$ cat src/rtl/dct_pkg.sv
package dct_pkg;

    localparam int TW = 5;

    typedef enum logic [1:0] {
        CMD_ACT = 2'd0,
        CMD_RD  = 2'd1,
        CMD_WR  = 2'd2,
        CMD_PRE = 2'd3
    } dct_cmd_e;

    typedef enum logic [1:0] {
        ST_CFG  = 2'd0,
        ST_OPEN = 2'd1,
        ST_GAP  = 2'd2
    } dct_state_e;

    typedef struct packed {
        logic [TW-1:0] tcl;
        logic [TW-1:0] trcd;
        logic [TW-1:0] trp;
        logic [TW-1:0] cwl;
    } dct_prof_t;

    // Speed-bin presets: low-voltage DDR3 at two rates, then LPDDR3 at two rates
    function automatic dct_prof_t dct_profile(input logic [1:0] sel);
        dct_prof_t p;
        unique case (sel)
            2'd0: begin p.tcl = 5'd9;  p.trcd = 5'd9;  p.trp = 5'd9;  p.cwl = 5'd7; end
            2'd1: begin p.tcl = 5'd11; p.trcd = 5'd11; p.trp = 5'd11; p.cwl = 5'd8; end
            2'd2: begin p.tcl = 5'd10; p.trcd = 5'd12; p.trp = 5'd12; p.cwl = 5'd7; end
            default: begin p.tcl = 5'd12; p.trcd = 5'd15; p.trp = 5'd15; p.cwl = 5'd8; end
        endcase
        return p;
    endfunction

endpackage

$ cat src/rtl/dct_bank_timer.sv
module dct_bank_timer
    import dct_pkg::*;
(
    input  logic          clk,
    input  logic          rst_n,
    input  logic          act_i,
    input  logic          pre_i,
    input  logic [TW-1:0] trcd_i,
    input  logic [TW-1:0] trp_i,
    output logic          open_o,
    output logic          col_ok_o,
    output logic          act_ok_o
);

    logic          open_q;
    logic [TW-1:0] rcd_q;
    logic [TW-1:0] rp_q;

    // Counters are loaded with t-1 so that the legal check in the cycle
    // before an edge yields a strobe spacing of exactly t.
    always_ff @(posedge clk or negedge rst_n) begin
        if (!rst_n) begin
            open_q <= 1'b0;
            rcd_q  <= '0;
            rp_q   <= '0;
        end else begin
            if (act_i) begin
                open_q <= 1'b1;
            end else if (pre_i) begin
                open_q <= 1'b0;
            end

            if (act_i) begin
                rcd_q <= trcd_i - TW'(1);
            end else if (rcd_q != '0) begin
                rcd_q <= rcd_q - TW'(1);
            end

            if (pre_i) begin
                rp_q <= trp_i - TW'(1);
            end else if (rp_q != '0) begin
                rp_q <= rp_q - TW'(1);
            end
        end
    end

    assign open_o   = open_q;
    assign col_ok_o = open_q && (rcd_q == '0);
    assign act_ok_o = !open_q && (rp_q == '0);

endmodule

$ cat src/rtl/dct_lat_line.sv
module dct_lat_line #(
    parameter int MAXL = 16,
    parameter int LW   = 5
) (
    input  logic          clk,
    input  logic          rst_n,
    input  logic          fire_i,
    input  logic [LW-1:0] lat_i,
    output logic          hit_o
);

    logic [MAXL:0] sr_q;
    logic [MAXL:0] ins;

    // A marker enters at position lat and reaches bit 0 lat cycles later
    always_comb begin
        for (int i = 0; i <= MAXL; i++) begin
            ins[i] = fire_i && (lat_i == LW'(i));
        end
    end

    always_ff @(posedge clk or negedge rst_n) begin
        if (!rst_n) begin
            sr_q <= '0;
        end else begin
            sr_q <= {1'b0, sr_q[MAXL:1]} | ins;
        end
    end

    assign hit_o = sr_q[0];

endmodule

$ cat src/rtl/dct_req_queue.sv
module dct_req_queue #(
    parameter int DEPTH = 4,
    parameter int BW    = 2,
    localparam int CW   = $clog2(DEPTH + 1),
    localparam int IW   = (DEPTH > 1) ? $clog2(DEPTH) : 1
) (
    input  logic                        clk,
    input  logic                        rst_n,
    input  logic                        push_i,
    input  logic [1:0]                  push_cmd_i,
    input  logic [BW-1:0]               push_bank_i,
    input  logic                        pop_i,
    input  logic [IW-1:0]               pop_idx_i,
    output logic [CW-1:0]               cnt_o,
    output logic [DEPTH-1:0][1:0]       cmd_o,
    output logic [DEPTH-1:0][BW-1:0]    bank_o
);

    logic [CW-1:0]            cnt_q, cnt_mid, cnt_n;
    logic [DEPTH-1:0][1:0]    cmd_q, cmd_n;
    logic [DEPTH-1:0][BW-1:0] bank_q, bank_n;

    // Entry 0 is always the oldest; a pop closes the hole by shifting down
    always_comb begin
        for (int i = 0; i < DEPTH; i++) begin
            int nx;
            nx = (i + 1 < DEPTH) ? i + 1 : i;
            if (pop_i && (IW'(i) >= pop_idx_i)) begin
                if (i == DEPTH - 1) begin
                    cmd_n[i]  = '0;
                    bank_n[i] = '0;
                end else begin
                    cmd_n[i]  = cmd_q[nx];
                    bank_n[i] = bank_q[nx];
                end
            end else begin
                cmd_n[i]  = cmd_q[i];
                bank_n[i] = bank_q[i];
            end
        end
        cnt_mid = cnt_q - (pop_i ? CW'(1) : CW'(0));
        if (push_i) begin
            for (int i = 0; i < DEPTH; i++) begin
                if (CW'(i) == cnt_mid) begin
                    cmd_n[i]  = push_cmd_i;
                    bank_n[i] = push_bank_i;
                end
            end
        end
        cnt_n = cnt_mid + (push_i ? CW'(1) : CW'(0));
    end

    always_ff @(posedge clk or negedge rst_n) begin
        if (!rst_n) begin
            cnt_q  <= '0;
            cmd_q  <= '0;
            bank_q <= '0;
        end else begin
            cnt_q  <= cnt_n;
            cmd_q  <= cmd_n;
            bank_q <= bank_n;
        end
    end

    assign cnt_o  = cnt_q;
    assign cmd_o  = cmd_q;
    assign bank_o = bank_q;

endmodule

$ cat src/rtl/dram_cmd_timer.sv
module dram_cmd_timer
    import dct_pkg::*;
#(
    parameter int NUM_BANKS = 4,
    parameter int QDEPTH    = 4,
    parameter int MAX_LAT   = 16,
    localparam int BW       = (NUM_BANKS > 1) ? $clog2(NUM_BANKS) : 1
) (
    input  logic          clk,
    input  logic          rst_n,
    input  logic [1:0]    cfg_profile_i,
    input  logic          cfg_2n_i,
    input  logic          req_valid_i,
    output logic          req_ready_o,
    input  logic [1:0]    req_cmd_i,
    input  logic [BW-1:0] req_bank_i,
    output logic          cmd_valid_o,
    output logic [1:0]    cmd_type_o,
    output logic [BW-1:0] cmd_bank_o,
    output logic          rej_o,
    output logic          rd_data_valid_o,
    output logic          wr_data_en_o
);

    localparam int CW = $clog2(QDEPTH + 1);
    localparam int IW = (QDEPTH > 1) ? $clog2(QDEPTH) : 1;

    dct_state_e state_q, state_n;
    dct_prof_t  prof_q;
    logic       mode2n_q;

    logic [CW-1:0]             q_cnt;
    logic [QDEPTH-1:0][1:0]    q_cmd;
    logic [QDEPTH-1:0][BW-1:0] q_bank;

    logic [NUM_BANKS-1:0] bank_open, bank_col_ok, bank_act_ok;

    logic [QDEPTH-1:0] blocked_v, legal_v, bad_v, elig_v;
    logic              found;
    logic [IW-1:0]     sel_idx;
    dct_cmd_e          sel_cmd;
    logic [BW-1:0]     sel_bank;
    logic              sel_rej;
    logic              do_issue, do_rej;
    logic              push;

    // ---------------- request intake ----------------
    assign req_ready_o = (state_q != ST_CFG) && (q_cnt < CW'(QDEPTH));
    assign push        = req_valid_i && req_ready_o;

    dct_req_queue #(
        .DEPTH (QDEPTH),
        .BW    (BW)
    ) u_queue (
        .clk         (clk),
        .rst_n       (rst_n),
        .push_i      (push),
        .push_cmd_i  (req_cmd_i),
        .push_bank_i (req_bank_i),
        .pop_i       (found),
        .pop_idx_i   (sel_idx),
        .cnt_o       (q_cnt),
        .cmd_o       (q_cmd),
        .bank_o      (q_bank)
    );

    // ---------------- per-bank timing ----------------
    for (genvar b = 0; b < NUM_BANKS; b++) begin : g_bank
        dct_bank_timer u_timer (
            .clk      (clk),
            .rst_n    (rst_n),
            .act_i    (do_issue && (sel_cmd == CMD_ACT) && (sel_bank == BW'(b))),
            .pre_i    (do_issue && (sel_cmd == CMD_PRE) && (sel_bank == BW'(b))),
            .trcd_i   (prof_q.trcd),
            .trp_i    (prof_q.trp),
            .open_o   (bank_open[b]),
            .col_ok_o (bank_col_ok[b]),
            .act_ok_o (bank_act_ok[b])
        );
    end

    // ---------------- eligibility of each queue entry ----------------
    always_comb begin
        for (int i = 0; i < QDEPTH; i++) begin
            blocked_v[i] = 1'b0;
            for (int j = 0; j < i; j++) begin
                if (q_bank[j] == q_bank[i]) begin
                    blocked_v[i] = 1'b1;
                end
            end
            legal_v[i] = 1'b0;
            bad_v[i]   = 1'b0;
            unique case (dct_cmd_e'(q_cmd[i]))
                CMD_ACT: begin
                    legal_v[i] = bank_act_ok[q_bank[i]];
                    bad_v[i]   = bank_open[q_bank[i]];
                end
                CMD_RD, CMD_WR: begin
                    legal_v[i] = bank_col_ok[q_bank[i]];
                    bad_v[i]   = !bank_open[q_bank[i]];
                end
                CMD_PRE: begin
                    legal_v[i] = 1'b1;
                end
                default: begin
                    legal_v[i] = 1'b0;
                end
            endcase
            elig_v[i] = (state_q == ST_OPEN) && (CW'(i) < q_cnt) &&
                        !blocked_v[i] && (legal_v[i] || bad_v[i]);
        end
    end

    // Oldest eligible entry wins (entry 0 is oldest)
    always_comb begin
        found   = 1'b0;
        sel_idx = '0;
        for (int i = 0; i < QDEPTH; i++) begin
            if (!found && elig_v[i]) begin
                found   = 1'b1;
                sel_idx = IW'(i);
            end
        end
    end

    assign sel_cmd  = dct_cmd_e'(q_cmd[sel_idx]);
    assign sel_bank = q_bank[sel_idx];
    assign sel_rej  = bad_v[sel_idx];
    assign do_issue = found && !sel_rej;
    assign do_rej   = found && sel_rej;

    // ---------------- state register ----------------
    always_ff @(posedge clk or negedge rst_n) begin
        if (!rst_n) begin
            state_q <= ST_CFG;
        end else begin
            state_q <= state_n;
        end
    end

    always_comb begin
        state_n = state_q;
        unique case (state_q)
            ST_CFG:  state_n = ST_OPEN;
            ST_OPEN: state_n = (do_issue && mode2n_q) ? ST_GAP : ST_OPEN;
            ST_GAP:  state_n = ST_OPEN;
            default: state_n = ST_CFG;
        endcase
    end

    // Configuration is captured only in ST_CFG
    always_ff @(posedge clk or negedge rst_n) begin
        if (!rst_n) begin
            prof_q   <= dct_profile(2'd0);
            mode2n_q <= 1'b0;
        end else if (state_q == ST_CFG) begin
            prof_q   <= dct_profile(cfg_profile_i);
            mode2n_q <= cfg_2n_i;
        end
    end

    // ---------------- outputs ----------------
    always_ff @(posedge clk or negedge rst_n) begin
        if (!rst_n) begin
            cmd_valid_o <= 1'b0;
            cmd_type_o  <= '0;
            cmd_bank_o  <= '0;
            rej_o       <= 1'b0;
        end else begin
            cmd_valid_o <= do_issue;
            cmd_type_o  <= do_issue ? sel_cmd : 2'd0;
            cmd_bank_o  <= do_issue ? sel_bank : '0;
            rej_o       <= do_rej;
        end
    end

    dct_lat_line #(
        .MAXL (MAX_LAT),
        .LW   (TW)
    ) u_rd_line (
        .clk    (clk),
        .rst_n  (rst_n),
        .fire_i (do_issue && (sel_cmd == CMD_RD)),
        .lat_i  (prof_q.tcl),
        .hit_o  (rd_data_valid_o)
    );

    dct_lat_line #(
        .MAXL (MAX_LAT),
        .LW   (TW)
    ) u_wr_line (
        .clk    (clk),
        .rst_n  (rst_n),
        .fire_i (do_issue && (sel_cmd == CMD_WR)),
        .lat_i  (prof_q.cwl),
        .hit_o  (wr_data_en_o)
    );

endmodule

$ cat config.mk
export PLATFORM = sky130hd
export DESIGN_NAME = dram_cmd_timer
export DESIGN_NICKNAME = d
export VERILOG_FILES = /design/src/rtl/dct_pkg.sv /design/src/rtl/dct_bank_timer.sv /design/src/rtl/dct_lat_line.sv /design/src/rtl/dct_req_queue.sv /design/src/rtl/dram_cmd_timer.sv
export SDC_FILE = /design/constraint.sdc
export NUM_CORES = 1
export LEC_CHECK = 0
export ABC_AREA = 0
export BUFFER_PORTS_ARGS = -buffer_cell sky130_fd_sc_hd__buf_2
export CAP_MARGIN = 20
export CORE_MARGIN = 2
export CORE_UTILIZATION = 50
export CTS_CLUSTER_DIAMETER = 100
export DETAILED_ROUTE_END_ITERATION = 16
export PLACE_DENSITY = 0.66
export SETUP_SLACK_MARGIN = 0.4
export SLEW_MARGIN = 0
export SYNTH_ARGS = -nofsm -noshare
export SYNTH_HDL_FRONTEND = slang
export SYNTH_HIERARCHICAL = 1
export SYNTH_SLANG_ARGS = --single-unit
$ cat constraint.sdc
create_clock -name clk -period 4.5 [get_ports clk]
set_input_delay 0.9 -clock clk [delete_from_list [all_inputs] [get_ports clk]]
set_output_delay 0.9 -clock clk [all_outputs]
set_load 0.1 [all_outputs]
* Word level (Yosys, flattened, before mapping)
Index checks and enable logic that the tools add are counted.
** Word-level totals
- Input bits :: 10
- Register bits :: 126
- Output and inout bits :: 9
- Logic and storage cells :: 365
** Operators by class
- Add/sub/neg operators :: 12
- Mux-type cells :: 100
- Reductions and logical operators :: 141
- Eq/ne operators :: 63
- Magnitude comparators :: 14
- Bitwise logic cells :: 2
** Operators by type and width (number)
- $eq A5 B4 Y1 const B :: 16
- $mux W5 :: 16
- $logic_and A1 B1 Y1 :: 77
- $pmux W18 S3 :: 1
- $logic_not A5 Y1 :: 10
- $sub A5 B1 Y5 const B :: 10
- $mux W2 :: 23
- $eq A5 B3 Y1 const B :: 8
- $reduce_bool A5 Y1 :: 8
- $mux W1 :: 34
- $or A16 B17 Y17 :: 2
- $eq A2 B2 Y1 const B :: 14
- $bmux W1 S2 :: 13
- $reduce_bool A2 Y1 :: 13
- $eq A5 B2 Y1 const B :: 4
- $eq A2 B1 Y1 const B :: 8
- $logic_not A2 Y1 :: 8
- $mux W8 :: 2
- $logic_not A1 Y1 :: 15
- $lt A2 B3 Y1 const B :: 5
- $eq A2 B2 Y1 :: 6
- $pmux W1 S3 :: 4
- $eq A5 B1 Y1 const B :: 2
- $eq A5 B5 Y1 const B :: 2
- other kinds (15) :: 31

* Depth between registers and ports, before layout
Gate-level depths: netlist of run 1.
- Depth in word-level cells :: 25
- Depth in mapped cells :: 17
- Gate-level depth less buffers :: 16

* By module
The synthesis of run 1 kept the hierarchy.
** Modules (own cells, without submodules)
- dct_bank_timer :: instances 4, area each 713.2 um2, cells each 59
- dram_cmd_timer :: instances 1, area each 1850.5 um2, cells each 203
- dct_lat_line :: instances 2, area each 679.4 um2, cells each 48
- dct_req_queue :: instances 1, area each 994.7 um2, cells each 68

* Worst setup path before layout of run 1
No wires, ideal clock.
- Path type :: reg-to-reg
- Start :: register g_bank[1].u_timer.rp_q[2]
- End :: register g_bank[3].u_timer.rcd_q[4]
- Path slack :: 0.370 ns
- Period minus slack after synthesis :: 4.130 ns
- Cell stages (with the launch flop) :: 17
- Required time :: 4.367 ns
- Data arrival time :: 3.997 ns
- Setup time :: 0.133 ns
- Cell sequence :: dfrtp_1 or3_4 nor4_1 mux4_2 nor4b_2 or4_1 nor2_1 or3_4 o221ai_2 or2_2 nor4_1 buf_6 mux2i_1 ha_1 nor4b_1 o21ai_0 nor3b_2
** Between the ends
- Longest elaborated chain between the ends :: 24
- Elaborated cells on any way between the ends :: 49
- Those cells by class :: 1 x eq/ne; 26 x mux; 22 x reduce/logical
** Ends and longest elaborated chain
- start: declaration :: line dct_bank_timer.sv:17 : logic [TW-1:0] rp_q;
- start signal: assignment :: line dct_bank_timer.sv:40 : rp_q <= trp_i - TW'(1);
- start signal: assignment :: line dct_bank_timer.sv:42 : rp_q <= rp_q - TW'(1);
- $logic_not A5 Y1 * :: line dct_bank_timer.sv:49 : assign act_ok_o = !open_q && (rp_q == '0);
- $logic_and A1 B1 Y1 * :: line dct_bank_timer.sv:49
- net bank_act_ok[1] :: line dram_cmd_timer.sv:36 : logic [NUM_BANKS-1:0] bank_open, bank_col_ok, bank_act_ok;
- $bmux W1 S2 :: line dram_cmd_timer.sv:95 : legal_v[i] = bank_act_ok[q_bank[i]];
- $mux W1 (not written as such) :: line dram_cmd_timer.sv:95
- $pmux W1 S3 :: line dram_cmd_timer.sv:93 : unique case (dct_cmd_e'(q_cmd[i]))
- $logic_or A1 B1 Y1 :: line dram_cmd_timer.sv:110 : !blocked_v[i] && (legal_v[i] || bad_v[i]);
- $logic_and A1 B1 Y1 :: line dram_cmd_timer.sv:110
- [9 not listed]
- $mux W2 :: line dram_cmd_timer.sv:119 : if (!found && elig_v[i]) begin
- $bmux W1 S2 :: line dram_cmd_timer.sv:128 : assign sel_rej = bad_v[sel_idx];
- $mux W1 (not written as such) :: line dram_cmd_timer.sv:128
- $logic_not A1 Y1 :: line dram_cmd_timer.sv:129 : assign do_issue = found && !sel_rej;
- $logic_and A1 B1 Y1 :: line dram_cmd_timer.sv:129
- $logic_and A1 B1 Y1 :: line dram_cmd_timer.sv:72 : .act_i (do_issue && (sel_cmd == CMD_ACT) && (sel_bank == BW'(b))),
- $logic_and A1 B1 Y1 * :: line dram_cmd_timer.sv:72
- $mux W5 or $reduce_bool A2 Y1 (tied branches)
- end signal: assignment :: line dct_bank_timer.sv:34 : rcd_q <= trcd_i - TW'(1);
- end signal: assignment :: line dct_bank_timer.sv:36 : rcd_q <= rcd_q - TW'(1);
- end: declaration :: line dct_bank_timer.sv:16 : logic [TW-1:0] rcd_q;
Mark *: on every way through the listed nets, which the timed path passes. The rest lies on a longest branch. The select of a mux whose other input is x is not followed.
A chain may end at the register's enable or synchronous reset.

* Worst setup path in the final report of run 1
- Start :: register g_bank[3].u_timer.rcd_q[2]
- End :: register g_bank[2].u_timer.rp_q[4]
** Between the ends
- Longest elaborated chain between the ends :: 24
- Elaborated cells on any way between the ends :: 49
- Those cells by class :: 2 x eq/ne; 26 x mux; 21 x reduce/logical
** Ends and longest elaborated chain
- $logic_not A5 Y1 * :: line dct_bank_timer.sv:48 : assign col_ok_o = open_q && (rcd_q == '0);
- $logic_and A1 B1 Y1 * :: line dct_bank_timer.sv:48
- net bank_col_ok[3] :: line dram_cmd_timer.sv:36
- $bmux W1 S2 :: line dram_cmd_timer.sv:99 : legal_v[i] = bank_col_ok[q_bank[i]];
- $mux W1 (not written as such) :: line dram_cmd_timer.sv:99
- $pmux W1 S3 :: line dram_cmd_timer.sv:93
- $logic_or A1 B1 Y1 :: line dram_cmd_timer.sv:110
- $logic_and A1 B1 Y1 :: line dram_cmd_timer.sv:110
- [9 not listed]
- $mux W2 :: line dram_cmd_timer.sv:119
- $bmux W1 S2 :: line dram_cmd_timer.sv:128
- $mux W1 (not written as such) :: line dram_cmd_timer.sv:128
- $logic_not A1 Y1 :: line dram_cmd_timer.sv:129
- $logic_and A1 B1 Y1 * :: line dram_cmd_timer.sv:129
- net do_issue :: line dram_cmd_timer.sv:44 : logic do_issue, do_rej;
- $logic_and A1 B1 Y1 * (2 in series) :: line dram_cmd_timer.sv:73 : .pre_i (do_issue && (sel_cmd == CMD_PRE) && (sel_bank == BW'(b))),
- $mux W5 or $reduce_bool A2 Y1 (tied branches)
- end signal: assignment :: line dct_bank_timer.sv:40
- end signal: assignment :: line dct_bank_timer.sv:42
- end: declaration :: line dct_bank_timer.sv:17
Marks and branches as above.

==> metrics.yaml, run 1 <==
run_status:
  status: "finished clean"
clocking:
  cts_buffers: 17
  clock_latency_ns: 0.41
  htree_levels: 4
  cts-root-buf: "clkbuf_16"
  ctsHoldBuffers: 0
  path_clk_slew_ns: 0.06
  cts_num_sinks: 113
  cts_tree: "yes"
  cts_buffer_depth: 2
finish:
  final_cells: 906
  fillers: 1043
  area_growth_pct: 24.70
  diodes: 0
  fin_nets: 747
  layout-drive-gt1-share_pct: 38.15
worst_setup_path:
  reg2reg_slack_ns: 0.33
  cp_data_required_time_ns: 4.78
  reg2reg_depth: 17
  r2r_start: "g_bank[3].u_timer/rcd_q[2]"
  path_class: "flip-flop to flip-flop"
  r2r_end: "g_bank[2].u_timer/rp_q[4]"
  crit_end: "g_bank[2].u_timer/rp_q[4]"
  cpMaxStageDelayCell: "mux4_2"
  critPathLaunchType: "flip-flop"
  crit_family: "simple AND/OR/NAND/NOR gates"
  path_cells: "or3_4 -> nor4b_4 -> nand2b_4 -> mux4_2 -> or3_4 -> a221oi_1 -> a21boi_2 -> o21ai_4 -> inv_2 -> nand3_4 -> nor2_2 -> buf_6 -> mux2i_1 -> ha_2 -> nor4b_4 -> o21ai_0 -> nor3b_2"
  end_kind: "flip-flop"
  crit_path_start: "g_bank[3].u_timer/rcd_q[2]"
  critPathBufInv: 2
  cpPeakStageDelay_ns: 0.47
  cp.depth: 17
  path_max_fanout: 8
  cp.arrival_ns: 4.45
sta:
  drv_slew: 0
  hold_violations: 0
  max_freq_mhz: 239.8
  rsz0062_at_grt: "yes"
  skew_ns: 0.01167
  finalCriticalPeriod_ns: 4.170
  setup_viol: 0
  slew-limit-headroom_pct: 37.09
  fin_crit_sh_pct: 92.67
  timing.hold.ws_ns: 0.4230
  worst_pin_slew_ns: 0.9436
logic_synthesis:
  synth_seq_area_share_pct: 40.12
  yosysMostFrequentCell: "dfrtp_1"
  synth_top_family_by_area: "simple AND/OR/NAND/NOR gates"
  synth_top_area_cell: "dfrtp_1"
  netlist_instances: 603
  synth_xor_area_share_pct: 4.078
  synth_commonest_cells: "dfrtp_1 (110), mux2i_1 (45), nor2_1 (35), nand2_1 (27), mux2_2 (26)"
  avgSynthCellArea_um2: 11.70
  post_synth_num_cell_types: 75
  async_reset_ff_share_pct: 100.0
  synth-simple-area-share_pct: 23.32
  ys_ff_latch: 113
  synth_area_um2: 7057
  ys_top_cells_by_area: "dfrtp_1 (39%), mux2i_1 (6.4%), mux2_2 (4.1%)"
  synth_ff_type: "dfrtp_1"
  ys_warn_count: 6
  synth_mux_area_share_pct: 15.80
  synth_compound_area_share_pct: 9.131
  synth_edf_count: 0
  synth-adder-area-share_pct: 4.078
  synth_top_area_share_pct: 39.01
worst_hold_path:
  hold_depth: 1
  hold_class: "flip-flop to flip-flop"
floorplanning:
  fp.dieH_um: 122.8
  ios: 19
  coreArea_um2: 13830
  std_cell_rows: 43
  start_util_pct: 51.04
  dieArea_um2: 15080
  die_w_um: 122.8
global_routing:
  grt_max_degree: 75
  grt_overflow: 0
  grt_usage_pct: 22.66
  antenna_found_initial: 0
  grt_pass1_wl_um: 26280
  grt_pass1_vias: 5177
detailed_routing:
  wl_per_cell_um: 17.89
  dr.pass1.iters: 5
  drc: 0
  drt_wl_total_um: 16210
  vias: 5062
  postRouteAntennaNets: 0
  drt_iter0_markers: 344
  vias_per_cell: 5.587
flow_run:
  maxCapViolations: 0
placed_design:
  port_buffers: 18
  dp.cells: 835
  place_congestion: 0.9881
  dp_hpwl_um: 10850
power:
  peakVddDrop_mv: 0.3458
  pwr_density_cell_nw_per_um2: 749.5
  p_leak_nw: 3.946
  p_total_w: 0.006596
-- placed cells by master (no fill, tap or decap), types with 9 or more instances in the layout --
master	synthesis	layout
nor3_1	21	21
buf_4	1	57
inv_1	15	15
buf_2	10	17
nor4_4	8	15
nor2_1	35	30
conb_1	2	39
dfrtp_1	110	96
mux2_2	26	26
clkbuf_16	0	17
nor3b_2	9	9
xnor2_1	19	19
o21ai_0	13	10
ha_1	23	17
or3_4	9	10
dfrtp_2	0	14
mux4_2	10	10
nor4b_4	2	13
xor2_1	12	12
nand2_1	27	25
mux2_1	13	13
mux2i_1	45	41
nor2b_1	23	23
a21o_1	24	24
-- repair_timing --
action,in CTS,in global routing
pin swaps,23,14
endpoints found under the setup margin,11,23
gates resized for setup,61,27
buffers inserted,31,9
hold endpoints to repair,0,0
-- through the flow --
step / worst slack (ns) / setup TNS (ns) / utilization, % / cell area (um2)
after floorplan: 0.4570 / 0 / - / 7221
after global placement: 0.1108 / 0 / 54.46 / 7530
after detailed placement: -0.1228 / -0.1447 / 54.46 / 7530
after CTS: 0.4040 / 0 / 62.09 / 8586
after global routing: 0.2068 / 0 / 63.64 / 8800
final: 0.3297 / 0 / 63.64 / 8800
-- power by group --
part | total [W] | leakage (nW) | switching (W) | internal, W
Clock | 0.00123 | 0.265 | 0.000464 | 0.000763
Sequential | 0.00192 | 1.44 | 0.000522 | 0.00140
Combinational | 0.00345 | 2.24 | 0.00181 | 0.00164
-- final cells by class --
| type | count | area (um2) | area share (%) |
|---|---|---|---|
| Tap cell | 180 | 225.2 | 2.559 |
| Sequential cell | 113 | 2849 | 32.38 |
| Inverter | 20 | 75.07 | 0.8531 |
| Multi-Input combinational cell | 486 | 4576 | 52.00 |
| Timing Repair Buffer | 76 | 535.5 | 6.086 |
| Clock buffer | 20 | 446.7 | 5.076 |
| Clock inverter | 11 | 92.59 | 1.052 |
-- sequential cells by signal, indices dropped and copies added, names as in the netlist, 3 cells and up --
signal,count
g_bank.u_timer/open_o,4
g_bank.u_timer/rcd_q,20
g_bank.u_timer/rp_q,20
prof_q,7
u_queue/bank_o,8
u_queue/cmd_o,8
u_queue/cnt_o,3
u_rd_line/sr_q,17
u_wr_line/sr_q,17
-- worst min path at each step --
| stage | from | end | slack, ns |
|---|---|---|---|
| after floorplan | u_rd_line/sr_q[1] | u_rd_line/sr_q[0] | 0.40 |
| after global placement | u_rd_line/sr_q[10] | u_rd_line/sr_q[9] | 0.41 |
| after detailed placement | u_rd_line/sr_q[1] | u_rd_line/sr_q[0] | 0.41 |
| after CTS | u_wr_line/sr_q[3] | u_wr_line/sr_q[2] | 0.43 |
| after global routing | u_rd_line/sr_q[2] | u_rd_line/sr_q[1] | 0.44 |
| final | u_wr_line/sr_q[3] | u_wr_line/sr_q[2] | 0.42 |
-- cells by family (layout without fill, tap and decap cells) --
family                     Yosys count  count (layout)
DFF                                113             113
xor gates and xnor gates            32              32
adders and majority gates           23              23
muxes                               94              94
buffers and inverters               41             127
and+or+nand+nor                    217             217
other                                2              39
AOI/OAI and AO/OA                   81              81
-- layer usage --
| layer | global-route usage, % | part of all wire [%] | routed length (um) | vias to the layer above |
|---|---|---|---|---|
| li1 | - | - | - | 2398 |
| met1 | 28.55 | 45 | 7289 | 2526 |
| met2 | 38.16 | 50 | 8062 | 105 |
| met3 | 6.087 | 3.3 | 534 | 33 |
| met4 | 6.537 | 2.0 | 324 | 0 |
| met5 | 0 | 0 | 0 | - |
No activity file was read; power rests on OpenSTA's default activity.
==> run 2, diff against run 1 <==
ABC_AREA = default   (was 0)
PLACE_DENSITY = 0.69   (was 0.66)
clock period = 4.69 ns   (was 4.5 ns; I/O delays follow)
==> run 2 against run 1 <==
Compared with the run above:
- sequential share of layout area decreased by 0.071 points
- sequential power decreased by 3%
- global-route usage decreased by 0.65 points
- largest power group unchanged
- highest routed layer unchanged
==> metrics.yaml, run 2 (synthesis results as in run 1) <==
run_status:
  status: "finished clean"
power:
  p_leak_nw: 3.934  # -0.31%
  pwr-share-clk_pct: 19.7  # +1.1 points
  intPower_w: 0.003703  # -2.6%
  p_comb_share_pct: 51.2  # -1.1 points
  pwr_density_cell_nw_per_um2: 725.1  # -3.3%
  p_sw_w: 0.002680  # -4.1%
  switching_share_pct: 41.98  # -0.37 points
  seqPwrFrac_pct: 29.1  # about the same
  peakVddDrop_mv: 0.4727  # +37%
clocking:
  ctsHoldBuffers: 0  # unchanged
  cts_num_sinks: 113  # unchanged
  cts-root-buf: "clkbuf_16"
  cts_buffers: 17  # unchanged
  path_clk_slew_ns: 0.05  # about the same
  cts_buffer_depth: 2  # unchanged
  cts_tree: "yes"
  htree_levels: 4  # unchanged
  clock_latency_ns: 0.42  # about the same
worst_setup_path:
  path_cells: "or3_4 -> nor4b_4 -> nand2b_1 -> mux4_2 -> or3_4 -> a21o_1 -> or3_4 -> o221ai_4 -> nand2_2 -> nor4_4 -> buf_4 -> mux2i_2 -> ha_2 -> nor4b_4 -> o21ai_1 -> nor3b_2"
  path_max_fanout: 4  # -4
  cp.arrival_ns: 4.63  # +0.18 ns
  reg2reg_slack_ns: 0.34  # about the same
  cpMostUsedCell: "or3_4"
  critPathLaunchType: "flip-flop"
  path_class: "flip-flop to flip-flop"
  cp_data_required_time_ns: 4.98  # +0.20 ns
  cpMaxStageDelayCell: "mux4_2"
  end_kind: "flip-flop"
  cpPeakStageDelay_ns: 0.50  # +0.03 ns
finish:
  area_growth_pct: 24.75  # about the same
  mostFrequentLayoutCells: "dfrtp_1 (100), buf_4 (52), mux2i_1 (41), conb_1 (39), nor2_1 (30)"
  diodes: 0  # unchanged
  final_cells: 903  # -0.33%
  top_regs: "g_bank.u_timer/rcd_q: 20 flops, g_bank.u_timer/rp_q: 20 flops"
  layout_commonest_cell: "dfrtp_1"
  layout-drive-gt1-share_pct: 37.34  # -0.81 points
  fin_nets: 743  # -0.54%
floorplanning:
  fp.dieH_um: 122.8  # unchanged
  dieArea_um2: 15080  # unchanged
  ios: 19  # unchanged
  std_cell_rows: 43  # unchanged
  die_w_um: 122.8  # unchanged
  start_util_pct: 51.04  # unchanged
  coreArea_um2: 13830  # unchanged
sta:
  max_freq_mhz: 230.1  # -4.0%
  finalCriticalPeriod_ns: 4.346  # +0.1758 ns
  fin_setup_tns_ns: 0  # unchanged
  worst_pin_slew_ns: 0.9881  # +0.04444 ns
  fin_crit_sh_pct: 92.67  # about the same
  drv_slew: 0  # unchanged
  skew_ns: 0.009661  # -0.002009 ns
  setup_viol: 0  # unchanged
  rsz0062_at_grt: "yes"
  hold_violations: 0  # unchanged
  slew-limit-headroom_pct: 34.13  # -3.0 points
placed_design:
  dp_hpwl_um: 10740  # -1.0%
  dp.cells: 831  # -0.48%
  place_congestion: 0.9443  # -4.4%
  port_buffers: 18  # unchanged
detailed_routing:
  vias_per_cell: 5.668  # +1.4%
  drt_wl_total_um: 16150  # -0.37%
  drt_iter0_markers: 269  # -22%
  dr.pass1.iters: 5  # unchanged
  postRouteAntennaNets: 0  # unchanged
  wl_per_cell_um: 17.88  # about the same
  drc: 0  # unchanged
  vias: 5118  # +1.1%
worst_hold_path:
  hold_class: "flip-flop to flip-flop"
global_routing:
  grt_pass1_vias: 5089  # -1.7%
  grt_usage_pct: 22.01  # -0.65 points
  grt_pass1_wl_um: 25210  # -4.1%
  antenna_found_initial: 0  # unchanged
  grt_max_degree: 52  # -31%
  grt_overflow: 0  # unchanged
flow_run:
  maxCapViolations: 0  # unchanged
==> run 2: timing repair <==
| action | in CTS | in global routing |
|---|---|---|
| gates resized for setup | 34 | 55 |
| setup endpoints to repair | 12 | 9 |
| pin swaps | 3 | 19 |
| setup buffers | 6 | 34 |
| hold endpoints to repair | 0 | 0 |
| cloned | 0 | 0 |
==> run 2: stage by stage <==
stage / power [W] / cell area, um2 / setup slack (ns) / util (%) / hold slack (ns)
3_3_place_gp: 0.004359 / 7475 / 0.07720 / 54.06 / 0.4095
6_report: 0.006383 / 8803 / 0.3440 / 63.67 / 0.4272
2_1_floorplan: 0.003883 / 7196 / 0.5599 / - / 0.4044
3_5_place_dp: 0.004470 / 7475 / 0.004613 / 54.06 / 0.4110
4_1_cts: 0.005949 / 8297 / 0.3471 / 60.00 / 0.4314
5_1_grt: 0.006769 / 8803 / 0.1836 / 63.67 / 0.4473
==> run 2: final timing paths <==
check / cells after the start / startpoint / to
max in group asynchronous: 2 / rst_n / prof_q[15]
max: 16 / g_bank[3].u_timer/rcd_q[2] / g_bank[0].u_timer/rcd_q[4]
max reg2reg: 16 / g_bank[3].u_timer/rcd_q[2] / g_bank[0].u_timer/rcd_q[4]
min: 1 / u_wr_line/sr_q[1] / u_wr_line/sr_q[0]
min reg2reg: 1 / u_wr_line/sr_q[1] / u_wr_line/sr_q[0]
min in group asynchronous: 1 / rst_n / g_bank[0].u_timer/rcd_q[2]
==> run 2: cell type report <==
cell class	count	area [um2]
Clock inverter	9	110.1
Tap cell	180	225.2
Sequential cell	113	2844
Multi-Input combinational cell	486	4553
Clock buffer	23	478.0
Timing Repair Buffer	72	518.0
Inverter	20	75.07
Fill cell	1049	5024
==> run 2: power by group through the flow <==
stage,Clock [W],Combinational [W],Sequential (W)
final,0.00126,0.00327,0.00186
after global placement,0,0.00255,0.00181
after CTS,0.00129,0.00281,0.00185
after global routing,0.00133,0.00352,0.00191
after floorplan,0,0.00205,0.00183
after detailed placement,0,0.00265,0.00182
==> run 2: critical path: cells and delay by family (launching register included) <==
family	cells	cell delay, ns
AO/OA/AOI/OAI	3	0.55
adder cells (fa/ha/maj)	1	0.25
buffers and inverters	1	0.20
flip-flops	1	0.38
multiplexers	2	0.74
AND/OR/NAND/NOR	9	2.09
==> run 2: layer usage <==
metal | track usage [%] | part of all wire, % | up-vias
met4 | 8.836 | 2.4 | 0
met2 | 36.12 | 51 | 114
li1 | - | - | 2398
met1 | 27.47 | 43 | 2571
met3 | 6.041 | 3.8 | 35
met5 | 0 | 0 | -
==> run 3, diff against run 2 <==
CORE_MARGIN = 3   (was 2)
CTS_BUF_LIST = sky130_fd_sc_hd__clkbuf_8 sky130_fd_sc_hd__clkbuf_16   (was default)
==> run 3 against run 2 <==
Compared with the run above:
- via count is 0.88% higher
- count of clock-buffer cells in the layout shrank 5
- combinational power rose by 3%
- maximum frequency increased by 1.7%
- highest routed layer unchanged
- clock power up 9.5%
- flip-flop and latch count stayed put
==> metrics.yaml, run 3 (synthesis results as in run 1) <==
sta:
  setup_viol: 0  # unchanged
  finalCriticalPeriod_ns: 4.273  # -0.07334 ns
  fin_setup_tns_ns: 0  # unchanged
  slew-limit-headroom_pct: 31.91  # -2.2 points
  drv_slew: 0  # unchanged
  fin_crit_sh_pct: 91.10  # -1.6 points
  hold_violations: 0  # unchanged
  worst_pin_slew_ns: 1.021  # +0.03329 ns
  skew_ns: 0.01005  # +0.0003908 ns
  max_freq_mhz: 234.0  # +1.7%
  timing.final.ws_setup_ns: 0.4173  # +0.07334 ns
  rsz0062_at_grt: "yes"
power:
  pwr_density_cell_nw_per_um2: 744.8  # +2.7%
  p_sw_w: 0.002788  # +4.0%
  p_total_w: 0.006620  # +3.7%
  p_leak_nw: 3.992  # +1.5%
  intPower_w: 0.003832  # +3.5%
  p_comb_share_pct: 50.8  # -0.4 points
  switching_share_pct: 42.11  # +0.13 points
  seqPwrFrac_pct: 28.4  # -0.7 points
  peakVddDrop_mv: 0.3977  # -16%
  pwr-share-clk_pct: 20.8  # +1.1 points
worst_setup_path:
  critPathLaunchType: "flip-flop"
  cp_data_required_time_ns: 4.99  # about the same
  path_class: "flip-flop to flip-flop"
  cp.arrival_ns: 4.57  # -0.06 ns
  end_kind: "flip-flop"
  path_max_fanout: 9  # +5
clocking:
  cts_num_sinks: 113  # unchanged
  cts-root-buf: "clkbuf_16"
  path_clk_slew_ns: 0.06  # about the same
  cts_buffers: 17  # unchanged
  htree_levels: 4  # unchanged
  clock_latency_ns: 0.43  # about the same
  cts_tree: "yes"
  cts_buffer_depth: 2  # unchanged
finish:
  fin_nets: 748  # +0.67%
  fin_util_pct: 65.81  # +2.1 points
  mostFrequentLayoutCells: "dfrtp_1 (102), buf_4 (59), mux2i_1 (42), conb_1 (39), nor2_1 (30)"
  top_regs: "g_bank.u_timer/rcd_q: 20 flops, g_bank.u_timer/rp_q: 20 flops"
  diodes: 0  # unchanged
  area_growth_pct: 25.96
  fin_area_um2: 8889  # +0.97%
  layout-drive-gt1-share_pct: 37.36  # about the same
  layout_commonest_cell: "dfrtp_1"
floorplanning:
  coreArea_um2: 13510  # -2.3%
  dieArea_um2: 15580  # +3.3%
  die_w_um: 124.8  # +1.6%
  fp.dieH_um: 124.8  # +1.6%
  ios: 19  # unchanged
  start_util_pct: 52.25  # +1.2 points
  std_cell_rows: 42  # -2.3%
global_routing:
  grt_usage_pct: 21.48  # -0.53 points
  antenna_found_initial: 0  # unchanged
  grt_overflow: 0  # unchanged
  grt_max_degree: 47  # -9.6%
  grt_pass1_wl_um: 26890  # +6.7%
  grt_pass1_vias: 5328  # +4.7%
detailed_routing:
  wl_per_cell_um: 18.65  # +4.3%
  dr.pass1.iters: 4  # -1
  postRouteAntennaNets: 0  # unchanged
  drc: 0  # unchanged
  drt_wl_total_um: 16860  # +4.4%
  vias_per_cell: 5.711  # +0.77%
  vias: 5163  # +0.88%
  drt_iter0_markers: 322  # +20%
placed_design:
  port_buffers: 18  # unchanged
  placed_area_um2: 7485  # +0.13%
  post-place-ws_ns: -0.02222  # -0.02683 ns
  dp_hpwl_um: 10860  # +1.1%
  place_congestion: 1.006  # +6.5%
run_status:
  status: "finished clean"
flow_run:
  maxCapViolations: 0  # unchanged
worst_hold_path:
  hold_class: "flip-flop to flip-flop"
[run 3: changes by cell type in the layout (fill, tap and decap cells not counted), sizes merged]
cell and change:
buf +5, bufinv +2, clkbuf -5, clkinv +2, clkinvlp -1, inv +2
[run 3: power groups by stage]
stage          combinational [W]  sequential [W]  clock (W)
4_1_cts                  0.00281         0.00185    0.00140
6_report                 0.00336         0.00188    0.00138
5_1_grt                  0.00360         0.00194    0.00145
2_1_floorplan            0.00205         0.00183          0
3_5_place_dp             0.00268         0.00182          0
3_3_place_gp             0.00259         0.00180          0
[run 3: path summary, 6_finish.rpt]
path,start,end,slack (ns),cells after the start
setup / recovery,g_bank[3].u_timer/open_o,g_bank[3].u_timer/rcd_q[4],0.42,14
hold / removal,u_rd_line/sr_q[2],u_rd_line/sr_q[1],0.42,1
setup reg to reg,g_bank[3].u_timer/open_o,g_bank[3].u_timer/rcd_q[4],0.42,14
hold reg to reg,u_rd_line/sr_q[2],u_rd_line/sr_q[1],0.42,1
max in group asynchronous,rst_n,g_bank[3].u_timer/open_o,3.20,2
min in group asynchronous,rst_n,g_bank[0].u_timer/rcd_q[4],0.49,1
[run 3: layout make-up]
| class | count | area [um2] |
|---|---|---|
| well taps | 176 | 220.2 |
| repair buffers | 77 | 539.3 |
| inverters | 20 | 75.07 |
| fillers | 993 | 4617 |
| clock buffers | 18 | 439.2 |
| multi-input cells | 486 | 4584 |
| clock inverters | 14 | 188.9 |
| flip-flops and latches | 113 | 2841 |
[run 3: repair_timing]
action,CTS,global route
pin swaps,1,30
gates resized for setup,33,57
buffers inserted,4,39
setup endpoints to repair,16,10
gates cloned,0,0
hold buffers,0,0
[run 3: critical path: stages (launching register included)]
cell	delay, ns
dfrtp_2	0.48
nor4b_4	0.17
nand2b_1	0.16
mux4_2	0.49
or3_4	0.38
a21o_1	0.22
or3_4	0.45
o221a_4	0.30
buf_4	0.17
nor4_4	0.29
mux2i_1	0.34
ha_2	0.24
nor4b_4	0.20
o21ai_1	0.08
nor3b_2	0.15
[run 3: through the flow]
stage	hold slack (ns)	std cells
2_1_floorplan	0.4044	640
3_3_place_gp	0.4097	829
5_1_grt	0.4491	904
6_report	0.4250	904
4_1_cts	0.4255	865
3_5_place_dp	0.4097	829
[run 3: per-layer routing]
layer | up-vias | part of all wire, % | global-route usage, % | wire length, um
met5 | - | 0 | 0 | 0
met4 | 0 | 2.2 | 7.866 | 367
met3 | 32 | 4.8 | 6.432 | 804
met2 | 117 | 50 | 34.99 | 8497
met1 | 2613 | 43 | 27.10 | 7189
li1 | 2401 | - | - | -
